==> config.mk <==
export PLATFORM = sky130hd
export DESIGN_NAME = addr16_alu
export DESIGN_NICKNAME = d
export VERILOG_FILES = /design/src/rtl/addr16_pkg.sv /design/src/rtl/addr16_operand_sel.sv /design/src/rtl/addr16_adder.sv /design/src/rtl/addr16_flag_policy.sv /design/src/rtl/addr16_alu.sv
export SDC_FILE = /design/constraint.sdc
export NUM_CORES = 1
export LEC_CHECK = 0
export BUFFER_PORTS_ARGS = -buffer_cell sky130_fd_sc_hd__buf_2
export CAP_MARGIN = 20
export CORE_MARGIN = 2
export CORE_UTILIZATION = 48
export DETAILED_ROUTE_END_ITERATION = 12
export PLACE_DENSITY = 0.85
export SYNTH_ARGS = -nofsm -noshare
export SYNTH_HDL_FRONTEND = slang
export SYNTH_SLANG_ARGS = --single-unit
==> constraint.sdc <==
create_clock -name clk -period 12 [get_ports clk]
set_clock_uncertainty 0.1 [all_clocks]
set_input_delay 1.2 -clock clk [delete_from_list [all_inputs] [get_ports clk]]
set_output_delay 1.2 -clock clk [all_outputs]
set_load 0.005 [all_outputs]
==> src/rtl/addr16_pkg.sv <==
package addr16_pkg;
  localparam int unsigned OP_W   = 3;
  localparam int unsigned FLAG_W = 4;
  localparam int unsigned DST_W  = 2;

  localparam logic [OP_W-1:0] OP_STEP_UP   = 3'd0;
  localparam logic [OP_W-1:0] OP_STEP_DOWN = 3'd1;
  localparam logic [OP_W-1:0] OP_PAIR_ADD  = 3'd2;
  localparam logic [OP_W-1:0] OP_SP_OFS    = 3'd3;
  localparam logic [OP_W-1:0] OP_HL_SPOFS  = 3'd4;

  localparam logic [DST_W-1:0] DST_NONE = 2'd0;
  localparam logic [DST_W-1:0] DST_PAIR = 2'd1;
  localparam logic [DST_W-1:0] DST_HL   = 2'd2;
  localparam logic [DST_W-1:0] DST_SP   = 2'd3;

  localparam int unsigned FZ = 3;
  localparam int unsigned FN = 2;
  localparam int unsigned FH = 1;
  localparam int unsigned FC = 0;
endpackage

==> src/rtl/addr16_operand_sel.sv <==
module addr16_operand_sel
  import addr16_pkg::*;
#(
  parameter int unsigned DATA_W = 16,
  parameter int unsigned DISP_W = 8
) (
  input  logic [OP_W-1:0]   op_sel,
  input  logic [DATA_W-1:0] opnd_b,
  input  logic [DISP_W-1:0] disp,
  output logic [DATA_W-1:0] addend
);
  localparam int unsigned EXT_W = DATA_W - DISP_W;

  logic [DATA_W-1:0] disp_ext;
  assign disp_ext = {{EXT_W{disp[DISP_W-1]}}, disp};

  always_comb begin
    unique case (op_sel)
      OP_STEP_UP:               addend = DATA_W'(1);
      OP_STEP_DOWN:             addend = '1;
      OP_PAIR_ADD:              addend = opnd_b;
      OP_SP_OFS, OP_HL_SPOFS:   addend = disp_ext;
      default:                  addend = '0;
    endcase
  end
endmodule

==> src/rtl/addr16_adder.sv <==
module addr16_adder #(
  parameter int unsigned DATA_W = 16,
  parameter int unsigned DISP_W = 8
) (
  input  logic [DATA_W-1:0] a,
  input  logic [DATA_W-1:0] b,
  output logic [DATA_W-1:0] sum,
  output logic              co_lo_half,
  output logic              co_lo,
  output logic              co_hi_half,
  output logic              co_hi
);
  localparam int unsigned LO_HALF = DISP_W / 2;
  localparam int unsigned HI_HALF = DATA_W - 4;

  logic [DATA_W:0] cy;
  assign cy[0] = 1'b0;

  for (genvar k = 0; k < DATA_W; k++) begin : g_bit
    assign sum[k]  = a[k] ^ b[k] ^ cy[k];
    assign cy[k+1] = (a[k] & b[k]) | ((a[k] ^ b[k]) & cy[k]);
  end

  assign co_lo_half = cy[LO_HALF];
  assign co_lo      = cy[DISP_W];
  assign co_hi_half = cy[HI_HALF];
  assign co_hi      = cy[DATA_W];
endmodule

==> src/rtl/addr16_flag_policy.sv <==
module addr16_flag_policy
  import addr16_pkg::*;
(
  input  logic [OP_W-1:0]   op_sel,
  input  logic [FLAG_W-1:0] flags_in,
  input  logic              co_lo_half,
  input  logic              co_lo,
  input  logic              co_hi_half,
  input  logic              co_hi,
  output logic [FLAG_W-1:0] flags_nx,
  output logic [DST_W-1:0]  dest_nx,
  output logic              op_ok
);
  always_comb begin
    flags_nx = flags_in;
    dest_nx  = DST_NONE;
    op_ok    = 1'b1;
    unique case (op_sel)
      OP_STEP_UP, OP_STEP_DOWN: dest_nx = DST_PAIR;
      OP_PAIR_ADD: begin
        dest_nx      = DST_HL;
        flags_nx[FN] = 1'b0;
        flags_nx[FH] = co_hi_half;
        flags_nx[FC] = co_hi;
      end
      OP_SP_OFS, OP_HL_SPOFS: begin
        dest_nx      = (op_sel == OP_SP_OFS) ? DST_SP : DST_HL;
        flags_nx[FZ] = 1'b0;
        flags_nx[FN] = 1'b0;
        flags_nx[FH] = co_lo_half;
        flags_nx[FC] = co_lo;
      end
      default: op_ok = 1'b0;
    endcase
  end
endmodule

==> src/rtl/addr16_alu.sv <==
module addr16_alu
  import addr16_pkg::*;
#(
  parameter int unsigned DATA_W = 16,
  parameter int unsigned DISP_W = 8
) (
  input  logic              clk,
  input  logic              rst,
  input  logic [2:0]        op_sel,
  input  logic [DATA_W-1:0] opnd_a,
  input  logic [DATA_W-1:0] opnd_b,
  input  logic [DISP_W-1:0] disp,
  input  logic [3:0]        flags_in,
  output logic [DATA_W-1:0] result,
  output logic [3:0]        flags_out,
  output logic [1:0]        dest
);
  logic [DATA_W-1:0] addend;
  logic [DATA_W-1:0] sum;
  logic              co_lo_half, co_lo, co_hi_half, co_hi;
  logic [FLAG_W-1:0] flags_nx;
  logic [DST_W-1:0]  dest_nx;
  logic              op_ok;

  addr16_operand_sel #(.DATA_W(DATA_W), .DISP_W(DISP_W)) u_sel (
    .op_sel (op_sel),
    .opnd_b (opnd_b),
    .disp   (disp),
    .addend (addend)
  );

  addr16_adder #(.DATA_W(DATA_W), .DISP_W(DISP_W)) u_add (
    .a          (opnd_a),
    .b          (addend),
    .sum        (sum),
    .co_lo_half (co_lo_half),
    .co_lo      (co_lo),
    .co_hi_half (co_hi_half),
    .co_hi      (co_hi)
  );

  addr16_flag_policy u_pol (
    .op_sel     (op_sel),
    .flags_in   (flags_in),
    .co_lo_half (co_lo_half),
    .co_lo      (co_lo),
    .co_hi_half (co_hi_half),
    .co_hi      (co_hi),
    .flags_nx   (flags_nx),
    .dest_nx    (dest_nx),
    .op_ok      (op_ok)
  );

  always_ff @(posedge clk) begin
    if (rst) begin
      result    <= '0;
      flags_out <= '0;
      dest      <= DST_NONE;
    end else begin
      result    <= op_ok ? sum : '0;
      flags_out <= flags_nx;
      dest      <= dest_nx;
    end
  end
endmodule

---- Word level (Yosys, flattened, before mapping) ----
Cells that the tools add are included.
word-level totals
  bits in registers ....................... 22
  bits of input ports ..................... 49
cells by class
  equality and inequality tests ........... 4
  muxes and demuxes ....................... 5
  reductions and logical operators ........ 6
  bitwise gates (word level) .............. 78
operator list
  cell                                            number
  one-hot mux 16 bit (4 select lines)             1
  bitwise AND 1 bit                               31
  XOR 1 bit                                       31
  bitwise OR 1 bit                                15
  == test 3 x 2 -> 1 bit (second input constant)  2
  one-hot mux 2 bit (3 select lines)              1
  one-hot mux 3 bit (2 select lines)              1
  OR reduction 2 bit                              3
  OR reduction 5 bit                              1
  == test 3 x 1 -> 1 bit (second input constant)  1
  == test 3 bit (second input constant)           1
  logical NOT 3 bit                               1
  OR reduction 3 bit                              1
  2-to-1 mux 1 bit                                2
  inverter 1 bit                                  1

---- Logic depth before layout (Yosys ltp) ----
  depth in word-level cells ............... 35
  depth in mapped cells ................... 27
  depth with buffers taken out ............ 26

---- Cells and area by module ----
A second synthesis with hierarchy kept.
unflattened totals
  cell total of the unflattened synthesis .. 175
  area, all modules ....................... 1569.0 um^2
modules (own cells, without submodules)
  module              cells each  instances  area each (um^2)
  addr16_alu          47          1          638.1
  addr16_adder        48          1          432.9
  addr16_operand_sel  52          1          335.3
  addr16_flag_policy  28          1          162.7

---- Worst setup path after synthesis ----
No wires, ideal clock.
  path type ............................... input port to flip-flop
  from .................................... input port op_sel[2]
  to ...................................... register flags_out[0]
  required time ........................... 11781 ps
  stages .................................. 27
  library setup time ...................... 119 ps
  path buffers ............................ 1
  slack ................................... 4528 ps
  data arrival time ....................... 7253 ps
  path through ............................ buf_4 > nand2b_1 > o21ai_0 > o2bb2ai_1 > ha_1 > fa_1 > fa_1 > inv_1 > fa_1 > fa_1 > inv_1 > fa_1 > fa_1 > fa_1 > fa_1 > fa_1 > fa_1 > inv_1 > fa_1 > fa_1 > inv_1 > fa_1 > fa_1 > fa_1 > mux2i_1 > a21oi_1 > o221a_2
on the way
  word-level cells in the longest chain between the ends .. 35
RTL lines
  element                                                         line                                                text
  from (decl)                                                     addr16_alu.sv:9                                     input logic [2:0] op_sel,
  == test 3 bit / == test 3 x 2 -> 1 bit (equally long branches)  addr16_operand_sel.sv:18, addr16_flag_policy.sv:18
  OR reduction 2 bit                                              addr16_operand_sel.sv:18, addr16_flag_policy.sv:18
  one-hot mux 16 bit (4 select lines)                             addr16_operand_sel.sv:18                            unique case (op_sel)
  XOR 1 bit / bitwise AND 1 bit (equally long branches)           addr16_adder.sv:21                                  assign cy[k+1] = (a[k] & b[k]) | ((a[k] ^ b[k]) & cy[k]);
  bitwise AND 1 bit                                               addr16_adder.sv:21
  bitwise OR 1 bit                                                addr16_adder.sv:21
  bitwise AND 1 bit                                               addr16_adder.sv:21
  bitwise OR 1 bit                                                addr16_adder.sv:21
  (+19 left out)                                                  --
  bitwise OR 1 bit                                                addr16_adder.sv:21
  bitwise AND 1 bit                                               addr16_adder.sv:21
  bitwise OR 1 bit                                                addr16_adder.sv:21
  bitwise AND 1 bit                                               addr16_adder.sv:21
  bitwise OR 1 bit                                                addr16_adder.sv:21
  bitwise AND 1 bit                                               addr16_adder.sv:21
  bitwise OR 1 bit                                                addr16_adder.sv:21
  one-hot mux 3 bit (2 select lines) *                            addr16_flag_policy.sv:18                            unique case (op_sel)
  to (signal assigned)                                            addr16_alu.sv:61                                    flags_out <= flags_nx;
  to (decl)                                                       addr16_alu.sv:15                                    output logic [3:0] flags_out,
Mark *: on every way between the ends. The rest lies on a longest branch, timed or not.
A chain may end at the register's enable or synchronous reset.

---- Worst setup path in the final report ----
Same ends and word-level chain as after synthesis.

==> results.txt <==
Status - completed
Vias in the first global route - 1152
Hold WC Path Type - in2reg
Final min period - 7.767 ns
Synthesized area - 1339 µm²
Post-DP HPWL - 2.348 mm
Sequential-to-total area share from yosys stat - 32.90%
Synth Net Count - 197
Largest net degree at the start of global routing - 21
Core box area - 2710 µm²
CP max FO - 20
Clk buf depth - 2
Mapped Cells - 132
Crit path DAT - 7.88 ns
Critical path type - in2reg
Root Buffer Master - clkbuf_4
Synth cell types - 34
Largest family of logic cells by synthesized area - adder cells
First drt pass iteration count - 4
Layout cells sized above 1 - 41.50%
Crit share post-route - 64.72%
Maximum vdd drop - 0.07841 mV
Worst EP required - 12.12 ns
RD Place Congestion - 0.9234
CP startpoint - op_sel[2]
Final ANT Viol Nets - 0
Adder-cell share of the synthesized area - 23.36%
Clock slew at reported path FFs - 0.12 ns
Die Height - 56.81 µm
Synth warnings - 0
Final Util - 63.43%
Post-synthesis mux area share - 1.589%
Hold path start - flags_in[3]
Total CTS buffers - 3
Grt total ovfl - 0
Hold Crit Depth - 3
Chip width - 56.81 µm
Worst slew pin tran - 0.6868 ns
Vias per inst - 5.009
Die area - 3227 µm²
Pwr Total - 179.6 µW
CP endpoint kind - flip-flop
Ant. Diodes - 0
Xor and xnor fraction of the mapped netlist area - 0%
# rows - 19
Via count - 1157
FMAX - 128.8 MHz
First-pass GRT wire length - 4.788 mm
Post-CTS Resized - 0
Fill count - 254
RSZ-0062 raised after global routing - false
First DRT Iteration DRCs - 28
Hold WS - 1.008 ns
Routed len/inst - 12.74 µm
Synthesized flop and latch total - 22
Initial antenna violation count - 0
Initial Utilization - 49.40%
DRC violations left - 0
Mapped Avg Cell Area - 10.14 µm²
Post-CTS Hold Buffers - 0
Worst hold endpoint - flags_out[3]
Syn-to-layout area delta - 28.41%
Setup tns final - 0 ns
Worst Setup Start Kind - primary input
Post-synthesis compound-gate area fraction - 16.17%
# H-tree levels - 1
CTS tree - built
Count of final setup violators - 0
Post-CTS setup repair buffer count - 0
Synth Area in Simple Gates - 19.81%
Slew Limit Fails - 0
Clock sinks - 22
I/O Pins - 71
Normalized max-slew margin - 54.12%
Nets@finish - 266
Total GRT Usage - 19.30%
Max cap viols - 0
Final Hold Viols - 0
DRT Wirelength - 2.943 mm
Leakage - 0.0008821 µW
Power Density - 104.5 nW/µm²
IO buf count - 70
## cells in the mapped netlist
library cell	instances	area (µm²)
a2111oi_0	1	8.760
a21bo_1	1	10.01
a21boi_0	1	7.510
a21oi_1	18	90.09
a2bb2oi_1	2	17.52
a31oi_1	1	6.260
and2_1	12	75.07
and2_4	2	17.52
buf_2	2	10.01
buf_4	1	7.510
buf_6	2	22.52
clkbuf_2	1	5.000
dfxtp_1	22	440.4
fa_1	15	300.3
ha_1	1	12.51
inv_1	10	37.54
mux2_2	1	11.26
mux2i_1	1	10.01
nand2_1	8	30.03
nand2b_1	2	12.51
nor2_1	9	33.78
nor2b_1	2	12.51
nor2b_2	1	8.760
nor2b_4	1	13.76
nor3_1	1	5.000
nor3b_1	1	7.510
nor3b_2	1	12.51
nor3b_4	1	18.77
nor4b_1	1	8.760
o21ai_0	1	5.000
o21ai_1	1	5.000
o221a_2	2	22.52
o2bb2ai_1	5	43.79
or3b_1	1	8.760
## state kept, by name, summed over array words and instances, names as in the netlist
name and count:
result 16, dest 2, flags_out 4
## cell usage in the layout (no fill, tap or decap), drive strengths merged
cell type / instances
mux2i: 1
clkbuf: 4
and2: 14
o2bb2ai: 5
a2111oi: 1
fa: 15
nand2: 8
a21boi: 1
a2bb2oi: 2
nor2: 9
dfxtp: 22
nand2b: 2
nor3b: 3
or3b: 1
buf: 70
mux2: 1
o221a: 2
nor4b: 1
nor3: 1
inv: 10
a21bo: 1
nor2b: 4
a21oi: 18
a31oi: 1
o21ai: 2
ha: 1
## final cells by class
cell class	count	area [µm²]	share of cell area, %
multi-input combinational	94	815.8	47.45
tap	31	38.79	2.256
clock buffer	4	36.28	2.111
sequential	22	440.4	25.62
inverter	10	37.54	2.183
timing repair buffer	70	350.3	20.38
## critical path, stage by stage
cell and delay, ns:
buf_2 0.32, nand2b_1 0.20, o21ai_0 0.09, o2bb2ai_1 0.13, ha_1 0.21, fa_1 0.38, fa_1 0.36, inv_1 0.08
fa_1 0.25, fa_1 0.19, inv_1 0.05, fa_1 0.37, fa_1 0.38, fa_1 0.44, fa_1 0.41, fa_1 0.39
fa_1 0.37, inv_1 0.08, fa_1 0.23, fa_1 0.20, inv_1 0.05, fa_1 0.37, fa_1 0.40, fa_1 0.38
mux2i_1 0.13, a21oi_1 0.08, o221a_2 0.13
## power breakdown
group / internal (µW) / switching, µW / leakage, µW
clock: 18.5 / 23.3 / 0.0000210
sequential: 80.7 / 1.46 / 0.000182
combinational: 28.0 / 27.5 / 0.000679
## metal layers
layer / global-route usage [%] / vias to the layer above / part of all wire [%]
met2: 30.90 / 53 / 49
li1: - / 576 / -
met3: 2.995 / 8 / 5.4
met5: 0 / - / 0
met1: 26.18 / 520 / 44
met4: 7.641 / 0 / 2.0
## cell families (layout without fill, tap and decap cells)
| family | count (synthesis) | in the layout |
|---|---|---|
| multiplexers | 2 | 2 |
| AO/OA/AOI/OAI | 33 | 33 |
| flip-flops | 22 | 22 |
| AND/OR/NAND/NOR | 43 | 43 |
| buffers and inverters | 16 | 84 |
| adder cells (fa/ha/maj) | 16 | 16 |
## worst max-delay path by stage
stage	end	slack [ns]	cells past startpoint
floorplan	flags_out[0]	4.53	27
global placement	flags_out[0]	3.97	27
detailed placement	flags_out[0]	3.91	27
CTS	flags_out[0]	4.24	27
global route	flags_out[0]	3.90	27
finish	flags_out[0]	4.23	27
## stage by stage
step	setup slack, ns	instance area [µm²]	cells
2_1_floorplan	4.528	1339	132
3_3_place_gp	3.970	1683	227
3_5_place_dp	3.907	1683	227
4_1_cts	4.242	1719	231
5_1_grt	3.896	1719	231
6_report	4.233	1719	231
(Power assumes the default switching activity.)
